File: src/rtl/uart_irq_pkg.sv
package uart_irq_pkg;

    typedef enum logic [2:0] {
        ID_MODEM = 3'b000,
        ID_THRE  = 3'b001,
        ID_RDA   = 3'b010,
        ID_LINE  = 3'b011,
        ID_TMO   = 3'b110
    } irq_id_e;

    typedef struct packed {
        logic line;
        logic rda;
        logic tmo;
        logic thre;
        logic modem;
    } irq_src_t;

    localparam logic [3:0] ID_UPPER = 4'b1100;

    // Apply the enable word to the raw sources.
    function automatic irq_src_t mask_src(irq_src_t s, logic [3:0] en);
        irq_src_t g;
        g.rda   = s.rda   & en[0];
        g.tmo   = s.tmo   & en[0];
        g.thre  = s.thre  & en[1];
        g.line  = s.line  & en[2];
        g.modem = s.modem & en[3];
        return g;
    endfunction

    // Priority encoder over already-masked sources.
    function automatic logic [7:0] encode_id(irq_src_t g);
        irq_id_e id;
        logic    none;
        none = 1'b0;
        if (g.line)       id = ID_LINE;
        else if (g.rda)   id = ID_RDA;
        else if (g.tmo)   id = ID_TMO;
        else if (g.thre)  id = ID_THRE;
        else if (g.modem) id = ID_MODEM;
        else begin
            id   = ID_MODEM;
            none = 1'b1;
        end
        return {ID_UPPER, id, none};
    endfunction

endpackage

File: src/rtl/uart_irq_timeout.sv
module uart_irq_timeout #(
    parameter int TO_CHARS = 4
) (
    input  logic clk,
    input  logic rst,
    input  logic rx_nonempty,
    input  logic rx_activity,
    input  logic char_tick,
    output logic timeout
);
    localparam int CW = $clog2(TO_CHARS + 1);
    localparam logic [CW-1:0] LIMIT = CW'(TO_CHARS);

    logic [CW-1:0] cnt;

    always_ff @(posedge clk) begin
        if (rst || rx_activity || !rx_nonempty) begin
            cnt <= '0;
        end else if (char_tick && cnt != LIMIT) begin
            cnt <= cnt + CW'(1);
        end
    end

    assign timeout = rx_nonempty && (cnt == LIMIT);

    // any FIFO activity leaves the timeout deasserted next cycle
    p_activity_clears_r6: assert property (@(posedge clk) disable iff (rst)
        rx_activity |=> !timeout);

    // the count never runs past its limit
    p_count_bounded_r5: assert property (@(posedge clk) disable iff (rst)
        cnt <= LIMIT);

endmodule

File: src/rtl/uart_irq_txflag.sv
module uart_irq_txflag (
    input  logic clk,
    input  logic rst,
    input  logic thr_empty,
    input  logic iir_rd,
    input  logic thr_wr,
    input  logic shown_thre,
    output logic pend
);
    logic thre_q;
    logic rise;
    logic ack;

    assign rise = thr_empty & ~thre_q;
    assign ack  = thr_wr | (iir_rd & shown_thre);

    always_ff @(posedge clk) begin
        if (rst) begin
            thre_q <= 1'b0;
            pend   <= 1'b0;
        end else begin
            thre_q <= thr_empty;
            pend   <= rise | (pend & ~ack);
        end
    end

    // a holding-register write with no new edge leaves the flag clear
    p_write_clears_r9: assert property (@(posedge clk) disable iff (rst)
        (thr_wr && !rise) |=> !pend);

    // an acknowledging read with no new edge leaves the flag clear
    p_read_clears_r8: assert property (@(posedge clk) disable iff (rst)
        (iir_rd && shown_thre && !rise) |=> !pend);

    // without an edge the flag can only fall or hold
    p_no_rearm_r7: assert property (@(posedge clk) disable iff (rst)
        (!rise && !pend) |=> !pend);

endmodule

File: src/rtl/uart_irq_prio.sv
module uart_irq_prio
    import uart_irq_pkg::*;
(
    input  logic       clk,
    input  logic       rst,
    input  irq_src_t   src,
    input  logic [3:0] ier,
    output logic [7:0] iir,
    output logic       shown_thre
);
    irq_src_t gated;

    always_comb begin
        gated      = mask_src(src, ier);
        iir        = encode_id(gated);
        shown_thre = !iir[0] && (iir[3:1] == ID_THRE);
    end

    // an enabled line error always wins
    p_line_wins_r3: assert property (@(posedge clk) disable iff (rst)
        (ier[2] && src.line) |-> (iir[3:1] == ID_LINE));

    // with all enables low nothing is reported
    p_mask_all_r4: assert property (@(posedge clk) disable iff (rst)
        (ier == 4'b0000) |-> iir[0]);

endmodule

File: src/rtl/uart_irq_id.sv
module uart_irq_id
    import uart_irq_pkg::*;
#(
    parameter int TO_CHARS = 4
) (
    input  logic       clk,
    input  logic       rst,
    input  logic [3:0] ier,
    input  logic       line_err,
    input  logic       rx_trig,
    input  logic       rx_nonempty,
    input  logic       rx_activity,
    input  logic       char_tick,
    input  logic       thr_empty,
    input  logic       modem_chg,
    input  logic       iir_rd,
    input  logic       thr_wr,
    output logic [7:0] iir,
    output logic       irq
);
    logic     tmo;
    logic     thre_pend;
    logic     shown_thre;
    irq_src_t src;
    irq_src_t gated;

    uart_irq_timeout #(.TO_CHARS(TO_CHARS)) u_tmo (
        .clk         (clk),
        .rst         (rst),
        .rx_nonempty (rx_nonempty),
        .rx_activity (rx_activity),
        .char_tick   (char_tick),
        .timeout     (tmo)
    );

    uart_irq_txflag u_txf (
        .clk        (clk),
        .rst        (rst),
        .thr_empty  (thr_empty),
        .iir_rd     (iir_rd),
        .thr_wr     (thr_wr),
        .shown_thre (shown_thre),
        .pend       (thre_pend)
    );

    always_comb begin
        src.line  = line_err;
        src.rda   = rx_trig;
        src.tmo   = tmo;
        src.thre  = thre_pend;
        src.modem = modem_chg;
        gated     = mask_src(src, ier);
        irq       = |gated;
    end

    uart_irq_prio u_prio (
        .clk        (clk),
        .rst        (rst),
        .src        (src),
        .ier        (ier),
        .iir        (iir),
        .shown_thre (shown_thre)
    );

    // request line and pending bit always agree
    p_irq_vs_id_r2: assert property (@(posedge clk) disable iff (rst)
        irq != iir[0]);

endmodule

File: config.mk
export PLATFORM = sky130hd
export DESIGN_NAME = uart_irq_id
export DESIGN_NICKNAME = d
export VERILOG_FILES = /design/src/rtl/uart_irq_pkg.sv /design/src/rtl/uart_irq_timeout.sv /design/src/rtl/uart_irq_txflag.sv /design/src/rtl/uart_irq_prio.sv /design/src/rtl/uart_irq_id.sv
export SDC_FILE = /design/constraint.sdc
export NUM_CORES = 1
export LEC_CHECK = 0
export ABC_CLOCK_PERIOD_IN_PS = 1900
export BUFFER_PORTS_ARGS = -buffer_cell sky130_fd_sc_hd__buf_2
export CAP_MARGIN = 10
export CORE_AREA = 5 5 42 44
export DETAILED_ROUTE_END_ITERATION = 7
export DIE_AREA = 0 0 47 49
export HOLD_SLACK_MARGIN = 0.15
export PLACE_DENSITY_LB_ADDON = 0.1
export RECOVER_POWER = 50
export SETUP_SLACK_MARGIN = 0.3
export SKIP_LAST_GASP = 1
export SLEW_MARGIN = 20
export SYNTH_ARGS = -nofsm -noshare
export SYNTH_HDL_FRONTEND = slang
export SYNTH_SLANG_ARGS = --single-unit
File: constraint.sdc
create_clock -name clk -period 1.9 [get_ports clk]
set_clock_uncertainty 0.2 [all_clocks]
set_input_delay 0.19 -clock clk [delete_from_list [all_inputs] [get_ports clk]]
set_output_delay 0.19 -clock clk [all_outputs]
set_load 0.1 [all_outputs]
Word-level counts from Yosys, hierarchy flattened --
Index checks and enable logic that the tools add are counted. Widths: inputs -> output; s select.
Word-level totals: bits in registers 5, input port bits 15, output and inout bits 9, logic and storage cells 36
Operators by class: add/subtract/negate cells 1, equal/unequal tests 3, mux-type cells 9, bitwise logic cells 12, reductions and logical operators 8
Operator list (count):
- $mux 3 | 3
- $and 1x1->1 | 8
- $mux 1 | 6
- $reduce_or 5->1 | 1
- $add 3x1->3 const B | 1
- $eq 3x1->1 const B | 1
- $eq 3x3->1 const B | 1
- $logic_and 1x1->1 | 3
- $ne 3x3->1 const B | 1
- $logic_not 1->1 | 2
- $logic_or 1x1->1 | 2
- $not 1->1 | 2
- $or 1x1->1 | 2

Depth between registers and ports, before layout --
depth after elaboration 13, gate-level depth with buffers 5, gate-level depth less buffers 5

By module --
From an unflattened synthesis, not the netlist that was laid out.
Unflattened totals: cells, all modules 45, area total of the unflattened synthesis 386.6 um2
Modules (own cells, without submodules):
- uart_irq_timeout | instances 1, cells each 19, area each 203.9 um2, seq. area each 60.1 um2
- uart_irq_prio | instances 1, cells each 16, area each 96.3 um2, seq. area each 0.0 um2
- uart_irq_txflag | instances 1, cells each 7, area each 67.6 um2, seq. area each 40.0 um2
- uart_irq_id | instances 1, cells each 3, area each 18.8 um2, seq. area each 0.0 um2

Worst setup path after synthesis --
No wires, ideal clock.
path kind flip-flop to output port, start point register u_tmo.cnt[0], end point output iir[0], arrival 3.493 ns, data required time 1.510 ns, path slack -1.983 ns, cell stages (with the launch flop) 6, buffers on the path 0, cell sequence dfxtp_1 > inv_1 > ha_1 > nand4_1 > nand2_2 > a221oi_1
On the way: word-level cells in the longest chain between the ends 6
RTL lines:
- start: declaration | RTL line uart_irq_timeout.sv:14 | logic [CW-1:0] cnt;
- start signal: assignment | RTL line uart_irq_timeout.sv:20 | cnt <= cnt + CW'(1);
- $eq 3x3->1 | RTL line uart_irq_timeout.sv:24 | assign timeout = rx_nonempty && (cnt == LIMIT);
- $logic_and 1x1->1 | RTL line uart_irq_timeout.sv:24
- $and 1x1->1 | RTL line uart_irq_pkg.sv:25 | g.tmo = s.tmo & en[0];
- $mux 1 | RTL line uart_irq_pkg.sv:39 | else if (g.tmo) id = ID_TMO;
- $mux 1 | RTL line uart_irq_pkg.sv:38 | else if (g.rda) id = ID_RDA;
- $mux 1 | RTL line uart_irq_pkg.sv:37 | if (g.line) id = ID_LINE;
- end: declaration | RTL line uart_irq_id.sv:18 | output logic [7:0] iir,
Every way passes these cells.

Final worst setup path --
start point register u_tmo.cnt[1], end point output iir[3]
On the way: word-level cells in the longest chain between the ends 6
RTL lines (RTL line):
- $eq 3x3->1 | uart_irq_timeout.sv:24
- $logic_and 1x1->1 | uart_irq_timeout.sv:24
- $and 1x1->1 | uart_irq_pkg.sv:25
- $mux 3 | uart_irq_pkg.sv:39
- $mux 3 | uart_irq_pkg.sv:38
- $mux 3 | uart_irq_pkg.sv:37
Every way passes these cells.

==> flow_summary.json <==
{
  "outcome": "complete, no violations",
  "cts.sinks": 5,
  "synth-edff-count": 0,
  "drt_drc_violations_left": 0,
  "cts_tree": "yes",
  "fin_setup_tns_ns": 0,
  "die-area_um2": 2300,
  "worst-path-buf-inv": 3,
  "synth_cell_type_count": 25,
  "postRouteAntennaNets": 0,
  "cp_data_required_time_ns": 1.51,
  "post-dp-hpwl_um": 736,
  "grt_usage_pct": 8.53,
  "path_class": "register to primary output",
  "yosys_warnings": 0,
  "synthCells": 39,
  "grt.overflow.total": 0,
  "synth_compound_area_share_pct": 23.2,
  "min_delay_path_depth": 4,
  "rows": 14,
  "synth.cell_area_um2": 340,
  "slew_viol_final": 0,
  "slowest_delay_ns": 0.32,
  "p_leak_nw": 0.331,
  "pin_count": 24,
  "die_x_um": 47,
  "start_kind": "register",
  "htreeDepth": 1,
  "powerDensity_nw_per_um2": 584,
  "drive_gt1_share_pct": 56.6,
  "vias_per_cell": 4.30,
  "place_congestion": 0.678,
  "setup_violations": 0,
  "synth_fa_ha_area_share_pct": 7.35,
  "layout.nets": 94,
  "wl_per_cell_um": 10.0,
  "async_reset_ff_share_pct": 0,
  "avgSynthCellArea_um2": 8.73,
  "start_util_pct": 24.3,
  "die_height_um": 49,
  "synth-simple-area-share_pct": 20.2,
  "final.period_utilization_pct": 99.3,
  "clock_latency_ns": 0.23,
  "peakVddDrop_v": 0.000326,
  "syn_to_final_growth_pct": 120,
  "hp-class": "primary input to register",
  "rr_startpoint": "u_tmo.cnt[1]$_SDFFE_PP0P_",
  "synth.area.top_cells": "dfxtp_1 29%, buf_4 8.8%, ha_1 7.4%, a22oi_2 3.7%, nand4_1 3.7%",
  "cts.clk_slew.worst_paths_ns": 0.04,
  "fp.coreArea_um2": 1400,
  "rsz0062_at_grt": "true",
  "synth_ff_type": "dfxtp_1",
  "end_kind": "primary output",
  "drt-total-wl_um": 922,
  "via_count": 396,
  "drtIter0Drc": 0,
  "synthTopCellsByCount": "5 x dfxtp_1, 4 x buf_4, 3 x inv_1, 3 x nor2_1",
  "r2r-end": "u_tmo.cnt[1]$_SDFFE_PP0P_",
  "synth.most_common_cell": "dfxtp_1",
  "firstDrtPassIters": 1,
  "drv_cap": 0,
  "grt_max_degree": 6,
  "fin_hold_ws_ns": 0.231,
  "grt_pass1_vias": 354,
  "yosysTopAreaCell": "dfxtp_1",
  "diodes": 0,
  "muxShareOfSynthArea_pct": 2.94,
  "fin_crit_ns": 1.89,
  "netlist.area_leader.share_pct": 29.4,
  "io_buffers": 19,
  "grt_pass1_wl_mm": 1.46,
  "cpLargestDelayFamily": "buffers and inverters",
  "cts_buffer_depth": 2,
  "hold_end": "u_txf.pend$_SDFF_PP0_",
  "root_buffer": "clkbuf_4",
  "ff2ff_path_depth": 7,
  "critPathArrivalTime_ns": 1.50,
  "synth-xor-area-share_pct": 2.57,
  "r2r_slack_ns": 0.37,
  "cp_slowest_cell": "dfxtp_2",
  "antenna_found_initial": 0,
  "worstSetupPathDepth": 6,
  "utilization_pct": 53.4,
  "cp_cell_sequence": "inv_2, ha_4, nand4_1, buf_4, a211oi_4, buf_12",
  "cts_buffers": 3,
  "seq_area_frac_synth_pct": 29.4,
  "fmaxAchievable_mhz": 530,
  "min_from": "ier[0]",
  "synth_top_family_by_area": "compound AO/OA/AOI/OAI gates",
  "final_hold_viol_count": 0,
  "ys_seq_elements": 5,
  "critPathMaxFanout": 3
}
-- per-layer routing --
metal | vias up | global-route usage [%] | share of wire (%)
li1 | 209 | - | -
met4 | 0 | 5.53 | 0
met1 | 173 | 11.5 | 44
met2 | 14 | 11.3 | 47
met3 | 0 | 2.58 | 9.3
met5 | - | 0 | 0
-- through the flow --
step	std cells	total power, W	setup WS, ns	area (um2)
global placement	73	0.000295	0.217	578
finish	92	0.000437	0.0138	748
CTS	89	0.000438	-0.00600	722
global route	92	0.000463	-0.0777	748
detailed placement	73	0.000295	0.208	578
floorplan	41	0.000240	-0.360	410
-- worst min-delay path: stages --
cell and delay, ns:
buf_2 0.11, a22oi_2 0.10, nand4_1 0.12, a22o_1 0.12
-- how the worst max path moves through the flow --
stage	start	to
floorplan	u_tmo.cnt[0]$_SDFFE_PP0P_	iir[0]
global placement	u_tmo.cnt[0]$_SDFFE_PP0P_	irq
detailed placement	u_tmo.cnt[0]$_SDFFE_PP0P_	irq
CTS	u_tmo.cnt[1]$_SDFFE_PP0P_	iir[3]
global route	u_tmo.cnt[1]$_SDFFE_PP0P_	iir[3]
finish	u_tmo.cnt[1]$_SDFFE_PP0P_	iir[3]
-- registers in the layout, indices dropped and copies added, names as in the netlist --
name,cells
u_tmo.cnt,3
u_txf.pend,1
u_txf.thre_q,1
-- power by group --
part,switching [W],total (W),internal (W),leakage [nW]
Sequential,0.00000325,0.000112,0.000109,0.0419
Clock,0.0000404,0.000120,0.0000792,0.0150
Combinational,0.000127,0.000205,0.0000783,0.274
-- area by class of cell --
| type | count | area [um2] |
|---|---|---|
| fillers | 141 | 653 |
| repair buffers | 35 | 318 |
| multi-input cells | 29 | 270 |
| flip-flops and latches | 5 | 103 |
| clock buffers | 4 | 26.3 |
| well taps | 16 | 20.0 |
| inverters | 3 | 11.3 |
-- layout by cell type (no fill, tap or decap), types with 2 or more instances in the layout --
master / Yosys / routed
buf_4: 4 / 5
inv_2: 0 / 2
dfxtp_2: 0 / 2
conb_1: 2 / 4
nor2_1: 3 / 3
dfxtp_1: 5 / 3
clkbuf_4: 0 / 4
buf_6: 0 / 2
buf_2: 0 / 14
buf_12: 0 / 5
dlygate4sd3_1: 0 / 8
nand4_1: 2 / 2
-- repair_timing --
item | 4_1_cts | 5_1_grt
setup endpoints to repair | 5 | 6
gates resized for setup | 2 | 1
pin swaps | 1 | 0
gates cloned | 0 | 0
endpoints found under the hold margin | 5 | 1
setup buffers | 4 | 3
hold buffers | 8 | 1
-- cells by family after synthesis --
group | Yosys count
multiplexers | 1
buffers and inverters | 7
AO/OA/AOI/OAI | 9
other | 2
flip-flops | 5
adder cells (fa/ha/maj) | 2
AND/OR/NAND/NOR | 12
XOR/XNOR | 1
Power figures use the tool's default switching activity.
